**config.mk**
```make
export PLATFORM = sky130hd
export DESIGN_NAME = irqx_top
export DESIGN_NICKNAME = d
export VERILOG_FILES = /design/src/rtl/irqx_pkg.sv /design/src/rtl/irqx_sync.sv /design/src/rtl/irqx_status.sv /design/src/rtl/irqx_irq_fsm.sv /design/src/rtl/irqx_top.sv
export SDC_FILE = /design/constraint.sdc
export NUM_CORES = 1
export LEC_CHECK = 0
export BUFFER_PORTS_ARGS = -buffer_cell sky130_fd_sc_hd__buf_4
export CORE_ASPECT_RATIO = 0.75
export CORE_MARGIN = 2
export CORE_UTILIZATION = 30
export DETAILED_ROUTE_END_ITERATION = 10
export PLACE_DENSITY = 0.55
export SYNTH_ARGS = -nofsm -noshare
export SYNTH_HDL_FRONTEND = slang
export SYNTH_SLANG_ARGS = --single-unit
```
**constraint.sdc**
```tcl
create_clock -name clk -period 1.1 [get_ports clk]
set_input_delay 0.055 -clock clk [delete_from_list [all_inputs] [get_ports clk]]
set_output_delay 0.055 -clock clk [all_outputs]
set_load 0.02 [all_outputs]
```
**src/rtl/irqx_pkg.sv**
```systemverilog
package irqx_pkg;
    // Register byte offsets; software relies on these exact values.
    localparam int unsigned OFS_STATUS  = 'h10;
    localparam int unsigned OFS_CLEAR   = 'h20;
    localparam int unsigned OFS_MASK    = 'h38;
    localparam int unsigned OFS_SIG_A   = 'h40;
    localparam int unsigned OFS_SIG_B   = 'h48;
    localparam int unsigned OFS_VERSION = 'h50;
    localparam int unsigned OFS_SIG_C   = 'h58;

    // Presence signature words.
    localparam logic [15:0] SIG_A_WORD = 16'hAAAA;
    localparam logic [15:0] SIG_B_WORD = 16'h5555;
    localparam logic [15:0] SIG_C_WORD = 16'hCAFE;

    // Interrupt line state machine.
    typedef enum logic [0:0] {
        IRQ_IDLE   = 1'b0,
        IRQ_ACTIVE = 1'b1
    } irq_state_t;
endpackage

```
**src/rtl/irqx_sync.sv**
```systemverilog
module irqx_sync #(
    parameter int unsigned         SRC_N      = 16,
    parameter logic [SRC_N-1:0]    ACTIVE_LOW = '0
) (
    input  logic             clk,
    input  logic             rst_n,
    input  logic [SRC_N-1:0] raw_req,
    output logic [SRC_N-1:0] req_hi
);
    // Each bit gets its own two-flop chain, normalised to active high.
    for (genvar i = 0; i < SRC_N; i++) begin : g_bit
        logic meta_q;
        logic sync_q;
        always_ff @(posedge clk or negedge rst_n) begin
            if (!rst_n) begin
                meta_q <= 1'b0;
                sync_q <= 1'b0;
            end else begin
                meta_q <= raw_req[i] ^ ACTIVE_LOW[i];
                sync_q <= meta_q;
            end
        end
        assign req_hi[i] = sync_q;
    end
endmodule

```
**src/rtl/irqx_status.sv**
```systemverilog
module irqx_status #(
    parameter int unsigned SRC_N = 16
) (
    input  logic             clk,
    input  logic             rst_n,
    input  logic [SRC_N-1:0] req_hi,
    input  logic [SRC_N-1:0] clr_hold,
    output logic [SRC_N-1:0] status
);
    logic [SRC_N-1:0] status_d;

    always_comb begin
        status_d = (status | req_hi) & ~clr_hold;
    end

    always_ff @(posedge clk or negedge rst_n) begin
        if (!rst_n) status <= '0;
        else        status <= status_d;
    end


    clr_forces_zero_chk: assert property (@(posedge clk) disable iff (!rst_n)
        (|clr_hold) |=> ((status & $past(clr_hold)) == '0));


    status_sticky_chk: assert property (@(posedge clk) disable iff (!rst_n)
        (|(status & ~clr_hold)) |=>
            ((status & $past(status & ~clr_hold)) == $past(status & ~clr_hold)));
endmodule

```
**src/rtl/irqx_irq_fsm.sv**
```systemverilog
module irqx_irq_fsm (
    input  logic clk,
    input  logic rst_n,
    input  logic any_pend,
    output logic host_irq_n
);
    import irqx_pkg::*;

    irq_state_t state_q;
    irq_state_t state_d;

    // Next-state process.
    always_comb begin
        state_d = state_q;
        unique case (state_q)
            IRQ_IDLE:   if (any_pend)  state_d = IRQ_ACTIVE; // RAISE
            IRQ_ACTIVE: if (!any_pend) state_d = IRQ_IDLE;   // DROP
            default:    state_d = IRQ_IDLE;
        endcase
    end

    // State register.
    always_ff @(posedge clk or negedge rst_n) begin
        if (!rst_n) state_q <= IRQ_IDLE;
        else        state_q <= state_d;
    end

    // Output process.
    always_comb begin
        unique case (state_q)
            IRQ_ACTIVE: host_irq_n = 1'b0;
            default:    host_irq_n = 1'b1;
        endcase
    end


    irq_follows_pend_chk: assert property (@(posedge clk) disable iff (!rst_n)
        1'b1 |=> (host_irq_n == !$past(any_pend)));
endmodule

```
**src/rtl/irqx_top.sv**
```systemverilog
module irqx_top #(
    parameter int unsigned      SRC_N        = 16,
    parameter int unsigned      DATA_W       = 16,
    parameter int unsigned      ADDR_W       = 8,
    parameter logic [SRC_N-1:0] ACTIVE_LOW   = 16'h0001,
    parameter logic [15:0]      CODE_VERSION = 16'h0103
) (
    input  logic              clk,
    input  logic              rst_n,
    input  logic [SRC_N-1:0]  src_req,
    input  logic [ADDR_W-1:0] bus_addr,
    input  logic [DATA_W-1:0] bus_wdata,
    input  logic              bus_wr,
    input  logic              bus_rd,
    output logic [DATA_W-1:0] bus_rdata,
    output logic              host_irq_n
);
    import irqx_pkg::*;

    localparam logic [ADDR_W-1:0] A_STATUS  = ADDR_W'(OFS_STATUS);
    localparam logic [ADDR_W-1:0] A_CLEAR   = ADDR_W'(OFS_CLEAR);
    localparam logic [ADDR_W-1:0] A_MASK    = ADDR_W'(OFS_MASK);
    localparam logic [ADDR_W-1:0] A_SIG_A   = ADDR_W'(OFS_SIG_A);
    localparam logic [ADDR_W-1:0] A_SIG_B   = ADDR_W'(OFS_SIG_B);
    localparam logic [ADDR_W-1:0] A_VERSION = ADDR_W'(OFS_VERSION);
    localparam logic [ADDR_W-1:0] A_SIG_C   = ADDR_W'(OFS_SIG_C);

    logic [SRC_N-1:0]  req_hi;
    logic [SRC_N-1:0]  status;
    logic [SRC_N-1:0]  mask_q;
    logic [SRC_N-1:0]  clr_q;
    logic              any_pend;
    logic [DATA_W-1:0] rd_mux;

    irqx_sync #(.SRC_N(SRC_N), .ACTIVE_LOW(ACTIVE_LOW)) u_sync (
        .clk     (clk),
        .rst_n   (rst_n),
        .raw_req (src_req),
        .req_hi  (req_hi)
    );

    irqx_status #(.SRC_N(SRC_N)) u_status (
        .clk      (clk),
        .rst_n    (rst_n),
        .req_hi   (req_hi),
        .clr_hold (clr_q),
        .status   (status)
    );

    // Writable registers: only mask and clear accept data.
    always_ff @(posedge clk or negedge rst_n) begin
        if (!rst_n) begin
            mask_q <= '1;
            clr_q  <= '0;
        end else if (bus_wr) begin
            if (bus_addr == A_MASK)  mask_q <= bus_wdata[SRC_N-1:0];
            if (bus_addr == A_CLEAR) clr_q  <= bus_wdata[SRC_N-1:0];
        end
    end

    assign any_pend = |(status & ~mask_q);

    irqx_irq_fsm u_fsm (
        .clk        (clk),
        .rst_n      (rst_n),
        .any_pend   (any_pend),
        .host_irq_n (host_irq_n)
    );

    // Read decode.
    always_comb begin
        case (bus_addr)
            A_STATUS:  rd_mux = DATA_W'(status);
            A_CLEAR:   rd_mux = DATA_W'(clr_q);
            A_MASK:    rd_mux = DATA_W'(mask_q);
            A_SIG_A:   rd_mux = DATA_W'(SIG_A_WORD);
            A_SIG_B:   rd_mux = DATA_W'(SIG_B_WORD);
            A_VERSION: rd_mux = DATA_W'(CODE_VERSION);
            A_SIG_C:   rd_mux = DATA_W'(SIG_C_WORD);
            default:   rd_mux = '0;
        endcase
    end

    always_ff @(posedge clk or negedge rst_n) begin
        if (!rst_n)      bus_rdata <= '0;
        else if (bus_rd) bus_rdata <= rd_mux;
    end


    sig_a_read_chk: assert property (@(posedge clk) disable iff (!rst_n)
        (bus_rd && bus_addr == A_SIG_A) |=> (bus_rdata == DATA_W'(SIG_A_WORD)));


    sig_c_read_chk: assert property (@(posedge clk) disable iff (!rst_n)
        (bus_rd && bus_addr == A_SIG_C) |=> (bus_rdata == DATA_W'(SIG_C_WORD)));


    mask_write_chk: assert property (@(posedge clk) disable iff (!rst_n)
        (bus_wr && bus_addr == A_MASK) |=> (mask_q == $past(bus_wdata[SRC_N-1:0])));


    rdata_hold_chk: assert property (@(posedge clk) disable iff (!rst_n)
        !bus_rd |=> $stable(bus_rdata));


    ro_write_chk: assert property (@(posedge clk) disable iff (!rst_n)
        (bus_wr && bus_addr != A_MASK && bus_addr != A_CLEAR) |=>
            ($stable(mask_q) && $stable(clr_q)));
endmodule

```
# After elaboration in Yosys (flattened, before gate mapping)
# Index checks and enable logic that the tools add are counted.
# word_totals
mem_count,0
latchBits,0
romBits,0
in_bits,44
elab_cells,56
mem_bits_rw,0
regBits,97
# classes
order_cmp,0
mul,0
eq_ne,7
n_div,0
reduce_logical,3
n_mux,3
bitwise,6
n_addsub,0
shift,0
# op_table
operator,count
$pmux 16 s7,1
$and 16x16->16,2
$eq 8x7->1 const B,4
$not 16->16,2
$eq 8x6->1 const B,2
$or 16x16->16,1
$reduce_or 16->1,1
$eq 8x5->1 const B,1
$reduce_and 2->1,2
$mux 1,2
$not 1->1,1

# Logic depth before layout (Yosys ltp)
# depth
depth_word,4
depth_mapped,7

# Cells and area by module
# A second synthesis with hierarchy kept.
# unflattened
hier_cells,304
area_unflattened_um2,3996.3
# modules_own_cells
module,instances,cells_per_inst,area_per_inst_um2,seq_area_each_um2
irqx_top,1,221,2482.4,1221.2
irqx_sync,1,49,924.6,800.8
irqx_status,1,32,560.5,400.4
irqx_irq_fsm,1,2,28.8,25.0

# Worst setup path after synthesis
# No wires, ideal clock.
# synth_timing
path_type,input to register
startpoint,input bus_addr[7]
endpoint,register mask_q[10]
cell_stages,7
arrival_time_ns,1.480
slack_ns,-0.462
t_required_ns,1.018
path_cell_list,clkbuf_1 -> or3_1 -> buf_2 -> nor2b_4 -> nand3_4 -> buf_6 -> mux2_4
# synth_between
elab_chain_len,2
# synth_lines
element,line_no,source
from (decl),irqx_top.sv:11,"input logic [ADDR_W-1:0] bus_addr,"
$eq 8x6->1,irqx_top.sv:56,if (bus_addr == A_MASK) mask_q <= bus_wdata[SRC_N-1:0];
$reduce_and 2->1 (no source line),--,
to (signal assigned),irqx_top.sv:56,
to (decl),irqx_top.sv:30,logic [SRC_N-1:0] mask_q;
# Every way passes these cells.
# A chain may end at the register's enable or synchronous reset.

# Worst setup path after layout
# layout_timing
startpoint,register u_status.status[0]
endpoint,register bus_rdata[0]
# layout_between
elab_chain_len,1
# layout_lines
element,line_no,source
from (decl),irqx_status.sv:8,output logic [SRC_N-1:0] status
from (signal assigned),irqx_status.sv:18,else status <= status_d;
$pmux 16 s7,irqx_top.sv:72,case (bus_addr)
to (signal assigned),irqx_top.sv:86,else if (bus_rd) bus_rdata <= rd_mux;
to (decl),irqx_top.sv:15,"output logic [DATA_W-1:0] bus_rdata,"
# Every way passes these cells.

==> impl_metrics.tcl <==
set metrics [dict create \
    startpoint_type "flip-flop" \
    crit_arrival_ns 1.46 \
    coreArea_mm2 0.0125 \
    postSynthAreaPerCell_um2 12.1 \
    cts_tree "yes" \
    clock_latency_ns 0.35 \
    clock-root-buffer "clkbuf_16" \
    post_dp_cell_area_mm2 0.00509 \
    ir_worst_vdd_mv 0.898 \
    die_h_um 103 \
    ys_seq_area_share_pct 63.0 \
    grt_max_degree 37 \
    port_buffers 60 \
    postRouteAntennaNets 0 \
    synthFlopType "dfrtp_1" \
    syn_nets 364 \
    p_leak_nw 2.72 \
    cts_buffers 9 \
    synth.most_common_cell "dfrtp_1" \
    synth_edf_count 0 \
    post-route-period-util_pct 113 \
    gp_congestion 0.882 \
    final_area_mm2 0.00601 \
    grt_usage_pct 15.9 \
    setup_viol_count_final 13 \
    wl_per_cell_um 15.7 \
    n_antenna_cell 0 \
    required_ns 1.32 \
    io_pins 61 \
    ys_ff_latch 97 \
    viasPerCell 4.61 \
    dp_hpwl_mm 7.56 \
    dieArea_mm2 0.0139 \
    drv_cap 0 \
    dr.pass1.iters 4 \
    drt-initial-drc-count 195 \
    antenna_found_initial 0 \
    yosysUniqueCellTypes 42 \
    syn_area_mm2 0.00389 \
    post-route-min-period_ns 1.24 \
    path_clk_slew_ns 0.07 \
    failed_checks "negative setup slack" \
    yosys.area.top_type_share_pct 52.1 \
    hold_class "input pin to flip-flop" \
    yosysWarnings 0 \
    synth_largest_area_cell "dfrtp_1" \
    num_vias 3026 \
    synth_top_cells_by_area "dfrtp_1 52%, dfstp_2 11%, mux2_2 6.4%, nor2_1 4.2%, mux2_4 3.9%" \
    max_freq_mhz 804 \
    synthTopCellsByCount "81 x dfrtp_1, 44 x nor2_1, 35 x inv_1, 22 x mux2_2, 19 x o22ai_1" \
    crit_path_end_kind "flip-flop" \
    grt_overflow 0 \
    drive_gt1_share_pct 50.3 \
    setup_slack_ns -0.143 \
    power_w 0.00796 \
    finalHoldViolations 0 \
    p_per_area_mw_per_mm2 1320 \
    worstMarginPinSlew_ns 0.515 \
    rows 35 \
    drc 0 \
    finalMaxSlewViolations 0 \
    htreeDepth 3 \
    crit_path_max_fanout 2 \
    clockBufferDepth 2 \
    async_flop_share_pct 100 \
    first_global_vias 3030 \
    skew_ns 0.00739 \
    worstSetupPathType "flip-flop to flip-flop" \
    status "finished, violations left" \
    start_util_pct 31.1 \
    die-width_um 135 \
    wl_mm 10.3 \
    grt_pass1_wl_mm 16.4 \
    slew_headroom_pct 65.7 \
    syn_inst 320 \
    grt_setup_unrepaired "true" \
    place_ws_ns -0.356 \
    fin_nets 530 \
    cts.sinks 97 \
    area_growth_pct 54.6 \
    fin_tns_setup_ns -0.875 \
]
==> critical path, stage by stage, from the launching register on <==
cell	delay [ns]
dfrtp_1	0.43
nor2_1	0.12
o31a_1	0.15
nor3_2	0.06
a221oi_2	0.26
o22ai_2	0.10
==> final timing paths <==
path	depth (start not counted)	slack, ns	startpoint	end
max	5	-0.14	u_status.status[0]	bus_rdata[0]
min	2	0.07	bus_rd	bus_rdata[13]
max reg2reg	5	-0.14	u_status.status[0]	bus_rdata[0]
min reg2reg	0	0.35	u_sync.g_bit[10].meta_q	u_sync.g_bit[10].sync_q
max in group asynchronous	3	0.45	rst_n	mask_q[7]
min in group asynchronous	2	0.11	rst_n	u_status.status[2]
==> flip-flops by register name, indices dropped and copies added, names as in the netlist <==
register	cells
mask_q	16
u_fsm.state_q	1
bus_rdata	16
u_status.status	16
u_sync.g_bit.sync_q	16
clr_q	16
u_sync.g_bit.meta_q	16
==> where the power goes <==
| group | total (W) | internal [W] | switching, W | leakage, nW |
|---|---|---|---|---|
| clock network | 0.00308 | 0.00176 | 0.00132 | 0.132 |
| registers | 0.00389 | 0.00376 | 0.000129 | 1.14 |
| logic | 0.000982 | 0.000551 | 0.000431 | 1.45 |
| total | 0.00796 | 0.00607 | 0.00188 | 2.72 |
==> routing by layer <==
layer	GRT usage (%)	share of wire, %
met3	3.54	4.9
met1	23.0	51
met2	24.0	43
met4	5.13	1.2
met5	0	0
==> metrics by stage <==
step                      instances  hold WS (ns)  utilization (%)
after floorplan                 320        -0.241                -
after global placement          604       -0.0506             40.8
after global routing            657        0.0657             48.1
after CTS                       652        0.0437             46.8
after detailed placement        604       -0.0498             40.8
final                           657        0.0715             48.1
==> kinds of logic after synthesis <==
family	share of synthesized area (%)
AOI/OAI and AO/OA	12.3
and+or+nand+nor	9.27
buffers and inverters	4.99
muxes	10.2
DFF	63.0
xor gates and xnor gates	0.225
==> repair_timing <==
item / in CTS / in global routing
cloned: 0 / 0
buffers inserted: 3 / 7
pin swaps: 23 / 28
hold endpoints to repair: 129 / 0
endpoints found under the setup margin: 14 / 18
hold buffers: 33 / 0
resized for setup: 28 / 28
==> cell usage in the layout, fill, tap and decap left out, drive strengths merged, types with 6 or more instances in the layout <==
cell type | netlist | layout
dfrtp | 81 | 81
o22ai | 19 | 19
inv | 36 | 36
clkbuf | 8 | 11
dlygate4sd3 | 0 | 33
mux2 | 32 | 32
nand2 | 6 | 6
a211oi | 6 | 6
nor2 | 44 | 44
a22oi | 13 | 13
a21oi | 6 | 6
buf | 5 | 135
dfstp | 16 | 16
==> final cells by class <==
type	count	area, um^2
multi-input combinational	174	1490
clock inverter	5	57.6
sequential	97	2450
inverter	36	135
clock buffer	11	233
tap	166	208
timing repair buffer	168	1440
fill	1164	6470
Note: power is estimated with default switching activity, not from simulation.
